File: src/rtl/ckgen_pkg.sv
package ckgen_pkg;

    // Level and rise strobe of one clock phase
    typedef struct packed {
        logic level;
        logic rise;
    } phase_t;

    localparam int unsigned NUM_PHASES = 2;

    // Greatest common divisor, used to reduce the divider ratio
    function automatic int unsigned gcd_f(input int unsigned a, input int unsigned b);
        int unsigned x;
        int unsigned y;
        int unsigned t;
        x = a;
        y = b;
        while (y != 0) begin
            t = x % y;
            x = y;
            y = t;
        end
        return x;
    endfunction

    // Toggle step of the reduced fractional divider
    function automatic int unsigned step_f(input int unsigned fast_hz, input int unsigned slow_hz);
        return (2 * slow_hz) / gcd_f(2 * slow_hz, fast_hz);
    endfunction

    // Modulus of the reduced fractional divider
    function automatic int unsigned mod_f(input int unsigned fast_hz, input int unsigned slow_hz);
        return fast_hz / gcd_f(2 * slow_hz, fast_hz);
    endfunction

endpackage

File: src/rtl/ckgen_divider.sv
module ckgen_divider #(
    parameter int unsigned STEP = 3,
    parameter int unsigned MOD  = 100
) (
    input  logic clk,
    input  logic rst,
    output logic osc_o
);
    localparam int unsigned ACC_W = $clog2(MOD + STEP + 1);

    logic [ACC_W-1:0] acc_q;
    logic [ACC_W-1:0] sum;
    logic             wrap;

    always_comb begin
        sum  = acc_q + ACC_W'(STEP);
        wrap = (sum >= ACC_W'(MOD));
    end

    always_ff @(posedge clk) begin
        if (rst) begin
            acc_q <= '0;
            osc_o <= 1'b0;
        end else if (wrap) begin
            acc_q <= sum - ACC_W'(MOD);
            osc_o <= ~osc_o;
        end else begin
            acc_q <= sum;
        end
    end
endmodule

File: src/rtl/ckgen_delay_line.sv
module ckgen_delay_line #(
    parameter int unsigned TAPS = 33
) (
    input  logic clk,
    input  logic rst,
    input  logic din,
    output logic dout
);
    logic [TAPS-1:0] chain_q;

    always_ff @(posedge clk) begin
        if (rst) begin
            chain_q <= '0;
        end else begin
            chain_q[0] <= din;
            for (int i = 1; i < int'(TAPS); i++) begin
                chain_q[i] <= chain_q[i-1];
            end
        end
    end

    assign dout = chain_q[TAPS-1];
endmodule

File: src/rtl/ckgen_edge_detect.sv
module ckgen_edge_detect (
    input  logic clk,
    input  logic rst,
    input  logic level,
    output logic rise
);
    logic prev_q;

    always_ff @(posedge clk) begin
        if (rst) prev_q <= 1'b0;
        else     prev_q <= level;
    end

    assign rise = level & ~prev_q;
endmodule

File: src/rtl/ckgen_two_phase.sv
module ckgen_two_phase
    import ckgen_pkg::*;
#(
    parameter int unsigned FAST_HZ    = 100_000_000,
    parameter int unsigned SLOW_HZ    = 1_500_000,
    parameter int unsigned DELAY_TAPS = 33
) (
    input  logic clk_fast,
    input  logic rst,
    output logic phase1_o,
    output logic phase2_o,
    output logic phase1_rise_o,
    output logic phase2_rise_o
);
    localparam int unsigned STEP = step_f(FAST_HZ, SLOW_HZ);
    localparam int unsigned MOD  = mod_f(FAST_HZ, SLOW_HZ);

    logic                  osc;
    logic                  delayed;
    logic [NUM_PHASES-1:0] lvl;
    phase_t                ph [NUM_PHASES];

    ckgen_divider #(.STEP(STEP), .MOD(MOD)) div_i (
        .clk   (clk_fast),
        .rst   (rst),
        .osc_o (osc)
    );

    ckgen_delay_line #(.TAPS(DELAY_TAPS)) dly_i (
        .clk  (clk_fast),
        .rst  (rst),
        .din  (osc),
        .dout (delayed)
    );

    assign lvl = {delayed, osc};

    for (genvar g = 0; g < int'(NUM_PHASES); g++) begin : g_phase
        logic r;
        ckgen_edge_detect edge_i (
            .clk   (clk_fast),
            .rst   (rst),
            .level (lvl[g]),
            .rise  (r)
        );
        assign ph[g] = '{level: lvl[g], rise: r};
    end

    assign phase1_o      = ph[0].level;
    assign phase1_rise_o = ph[0].rise;
    assign phase2_o      = ph[1].level;
    assign phase2_rise_o = ph[1].rise;
endmodule

File: config.mk
export PLATFORM = sky130hd
export DESIGN_NAME = ckgen_two_phase
export DESIGN_NICKNAME = d
export VERILOG_FILES = /design/src/rtl/ckgen_pkg.sv /design/src/rtl/ckgen_divider.sv /design/src/rtl/ckgen_delay_line.sv /design/src/rtl/ckgen_edge_detect.sv /design/src/rtl/ckgen_two_phase.sv
export SDC_FILE = /design/constraint.sdc
export NUM_CORES = 1
export LEC_CHECK = 0
export CORE_ASPECT_RATIO = 0.7
export CORE_UTILIZATION = 35
export DETAILED_ROUTE_END_ITERATION = 7
export SLEW_MARGIN = 20
export SYNTH_ARGS = -nofsm -noshare
export SYNTH_HDL_FRONTEND = slang
export SYNTH_SLANG_ARGS = --single-unit
export TNS_END_PERCENT = 50
File: constraint.sdc
create_clock -name clk_fast -period 5.7 [get_ports clk_fast]
set_input_delay 0.57 -clock clk_fast [delete_from_list [all_inputs] [get_ports clk_fast]]
set_output_delay 0.57 -clock clk_fast [all_outputs]
set_load 0.02 [all_outputs]
==> impl_summary.log <==
[metrics] area of the mapped netlist: 0.00146 mm2
[metrics] # Max-Cap Violations: 0
[metrics] category of the worst setup path capture point: flop
[metrics] wire length of the first global-routing pass: 3870 um
[metrics] routed via count divided by cell count: 4.53
[metrics] gate count of the mapped netlist: 137
[metrics] register bit count reported by yosys: 42
[metrics] main area contributors after synthesis: sky130_fd_sc_hd__dfxtp_1 57%, sky130_fd_sc_hd__nor2b_1 16%, sky130_fd_sc_hd__ha_1 3.4%, sky130_fd_sc_hd__xnor2_1 1.8%, sky130_fd_sc_hd__buf_6 1.5%
[metrics] commonest non-fill, non-tap cell in the layout: sky130_fd_sc_hd__dfxtp_1
[metrics] Worst Path Arrival: 2.61 ns
[metrics] Clock Skew: 0.00821 ns
[metrics] DR DRC count: 0
[metrics] clock sinks: 42
[metrics] number of antenna violations at the first check in global routing: 0
[metrics] clock transition at the register clock pins on the worst setup and hold paths after CTS: 0.08 ns
[metrics] H-tree levels: 2
[metrics] Routed Antenna Nets: 0
[metrics] result of the run: completed
[metrics] critical path fanouts, max: 8
[metrics] Finished Core Util: 41.5%
[metrics] CTS max path bufs: 2
[metrics] area share of the largest cell type after synthesis: 57.4%
[metrics] buffers inserted by post-CTS timing repair: 0
[metrics] Die X: 79.3 um
[metrics] Max-slew headroom: 71.1%
[metrics] via count: 897
[metrics] Boundary Pins: 6
[metrics] Antenna Cells: 0
[metrics] number of buffers created by CTS: 5
[metrics] number of enable-type register cells in the synthesized netlist: 0
[metrics] measured slew at the worst slew-check pin: 0.427 ns
[metrics] final number of setup-violating endpoints: 0
[metrics] starting density of the core: 36.9%
[metrics] Max Fclk: 419 MHz
[metrics] post-synthesis sequential area ratio: 57.4%
[metrics] final slew viol count: 0
[metrics] Power Density: 334 mW/mm2
[metrics] number of DRC violations after detailed-routing iteration 0: 57
[metrics] final weighted congestion in routability-driven placement: 0.924
[metrics] most used cells in the layout excluding fill and tap cells: 42 x sky130_fd_sc_hd__dfxtp_1, 38 x sky130_fd_sc_hd__nor2b_1, 6 x sky130_fd_sc_hd__nand2_1, 6 x sky130_fd_sc_hd__nor2_1, 6 x sky130_fd_sc_hd__clkbuf_8
[metrics] pin count of the biggest net entering global routing: 43
[metrics] Crit Path Category: flop to flop
[metrics] vias in the first global route: 911
[metrics] post-layout total power: 550 uW
[metrics] root buffer selected by CTS: sky130_fd_sc_hd__clkbuf_8
[metrics] number of input and output port buffers inserted: 5
[metrics] area of the core: 0.00397 mm2
[metrics] most instantiated flip-flop cell in the synthesis netlist: sky130_fd_sc_hd__dfxtp_1
[metrics] synth-to-layout area growth: 12.6%
[metrics] required time of the critical path: 5.92 ns
[metrics] average cell area after synthesis: 10.7 um2
[metrics] kind of path behind the tightest hold check: flop to flop
[metrics] proportion of synthesized flip-flops having asynchronous set or reset: 0%
[metrics] total count of hold-check failures in the final report: 0
[metrics] HPWL reported at the end of detailed placement: 1400 um
[metrics] setup repair after global routing missed its margin: no
[metrics] count of yosys warnings during synthesis: 0
[metrics] Leak: 0.000624 uW
[metrics] launching element type of the critical path: flop
[metrics] drt total wl: 2150 um
[metrics] area taken by multi-input logic gates: 574 um2
[metrics] number of hold buffers added after cts: 0
[metrics] GRT Total Usage: 11.6%
[metrics] clock tree from TritonCTS: yes
[metrics] Congestion Overflow GR: 0
[metrics] number of cell rows: 19
[metrics] fraction of layout instances using a drive strength above 1: 9.59%
[metrics] Net Count, Synth: 143
[metrics] Total Neg Setup Slack: 0 ns
[metrics] CTS-repair resized insts: 0
[metrics] Final #Nets: 151
[metrics] area taken by flip-flops and latches: 841 um2
[metrics] clk_lat worst skew: 0.29 ns
[metrics] highest ir drop seen on vdd: 0.152 mV
[metrics] die area: 0.00445 mm2
[metrics] count of distinct cell types in the synthesized netlist: 32
[metrics] fill count: 372
[metrics] average wire length per cell after detail routing: 10.9 um
[metrics] post-route fraction of the period consumed by the critical path: 41.9%
[metrics] height of the die: 56.1 um
[metrics] DR pass1 iterations: 4
[metrics] area leader, netlist: sky130_fd_sc_hd__dfxtp_1
[metrics] post-route minimum period: 2.39 ns
-- layout make-up --
type,count,share of cell area [%]
sequential,42,51.0
clock inverter,2,0.759
clock buffer,6,5.01
multi-input combinational,86,34.9
tap,52,3.95
inverter,4,0.911
timing repair buffer,6,3.49
-- synth_stat cells, types with 2 or more instances --
master and n:
sky130_fd_sc_hd__ha_1 4, sky130_fd_sc_hd__nor2b_1 38, sky130_fd_sc_hd__nand2_1 6, sky130_fd_sc_hd__clkbuf_1 3, sky130_fd_sc_hd__nand3_1 4, sky130_fd_sc_hd__nor3b_1 2
sky130_fd_sc_hd__xor2_1 2, sky130_fd_sc_hd__a21oi_1 3, sky130_fd_sc_hd__inv_1 3, sky130_fd_sc_hd__xnor2_1 3, sky130_fd_sc_hd__nor2_1 6, sky130_fd_sc_hd__dfxtp_1 42
sky130_fd_sc_hd__buf_6 2
-- final timing paths --
path / from / to / slack (ns) / cells past startpoint
worst max-delay path: div_i.acc_q[0] / div_i.acc_q[4] / 3.31 / 9
worst min-delay path: dly_i.chain_q[5] / dly_i.chain_q[6] / 0.44 / 1
worst max register to register: div_i.acc_q[0] / div_i.acc_q[4] / 3.31 / 9
worst min register to register: dly_i.chain_q[5] / dly_i.chain_q[6] / 0.44 / 1
-- flip-flops by register name, summed over array words and instances, names as in the netlist --
name / cells
div_i.acc_q: 7
div_i.osc_o: 1
dly_i.chain_q: 33
g_phase.edge_i.prev_q: 1
-- where the power goes --
| part | total (uW) | switching [uW] | leakage [uW] | internal, uW |
|---|---|---|---|---|
| Combinational | 52.7 | 31.8 | 0.000238 | 21.0 |
| Clock | 194 | 96.6 | 0.0000472 | 97.2 |
| Sequential | 304 | 6.63 | 0.000339 | 297 |
-- worst max-delay path, stage by stage, from the launching register on --
cell	delay, ns
sky130_fd_sc_hd__dfxtp_1	0.44
sky130_fd_sc_hd__inv_1	0.08
sky130_fd_sc_hd__ha_1	0.32
sky130_fd_sc_hd__xnor2_1	0.21
sky130_fd_sc_hd__ha_1	0.21
sky130_fd_sc_hd__nand2_1	0.08
sky130_fd_sc_hd__or4b_4	0.48
sky130_fd_sc_hd__and2_4	0.19
sky130_fd_sc_hd__a31o_1	0.22
sky130_fd_sc_hd__a21oi_2	0.11
-- cells by family (layout without fill, tap and decap cells) --
logic type / after synthesis / in the layout / synth area share [%]
muxes: 2 / 2 / 1.45
buffers and inverters: 9 / 18 / 3.33
adders and majority gates: 4 / 4 / 3.42
and+or+nand+nor: 62 / 62 / 25.0
DFF: 42 / 42 / 57.4
xor gates and xnor gates: 5 / 5 / 2.99
AOI/OAI and AO/OA: 13 / 13 / 6.33
-- metrics by stage --
step,instances,hold slack (ns),instance area [um2],worst slack [ns]
after floorplan,137,0.414,1460,3.52
after global placement,190,0.420,1550,3.47
after detailed placement,190,0.423,1550,3.35
after CTS,198,0.444,1650,3.34
after global routing,198,0.453,1650,3.17
final,198,0.438,1650,3.31
-- metal layers --
layer | share of wire (%) | GRT usage (%)
met1 | 51 | 13.9
met4 | 2.6 | 6.75
met2 | 40 | 17.0
met5 | 0 | 0
met3 | 5.7 | 5.41
(Power assumes the default switching activity.)
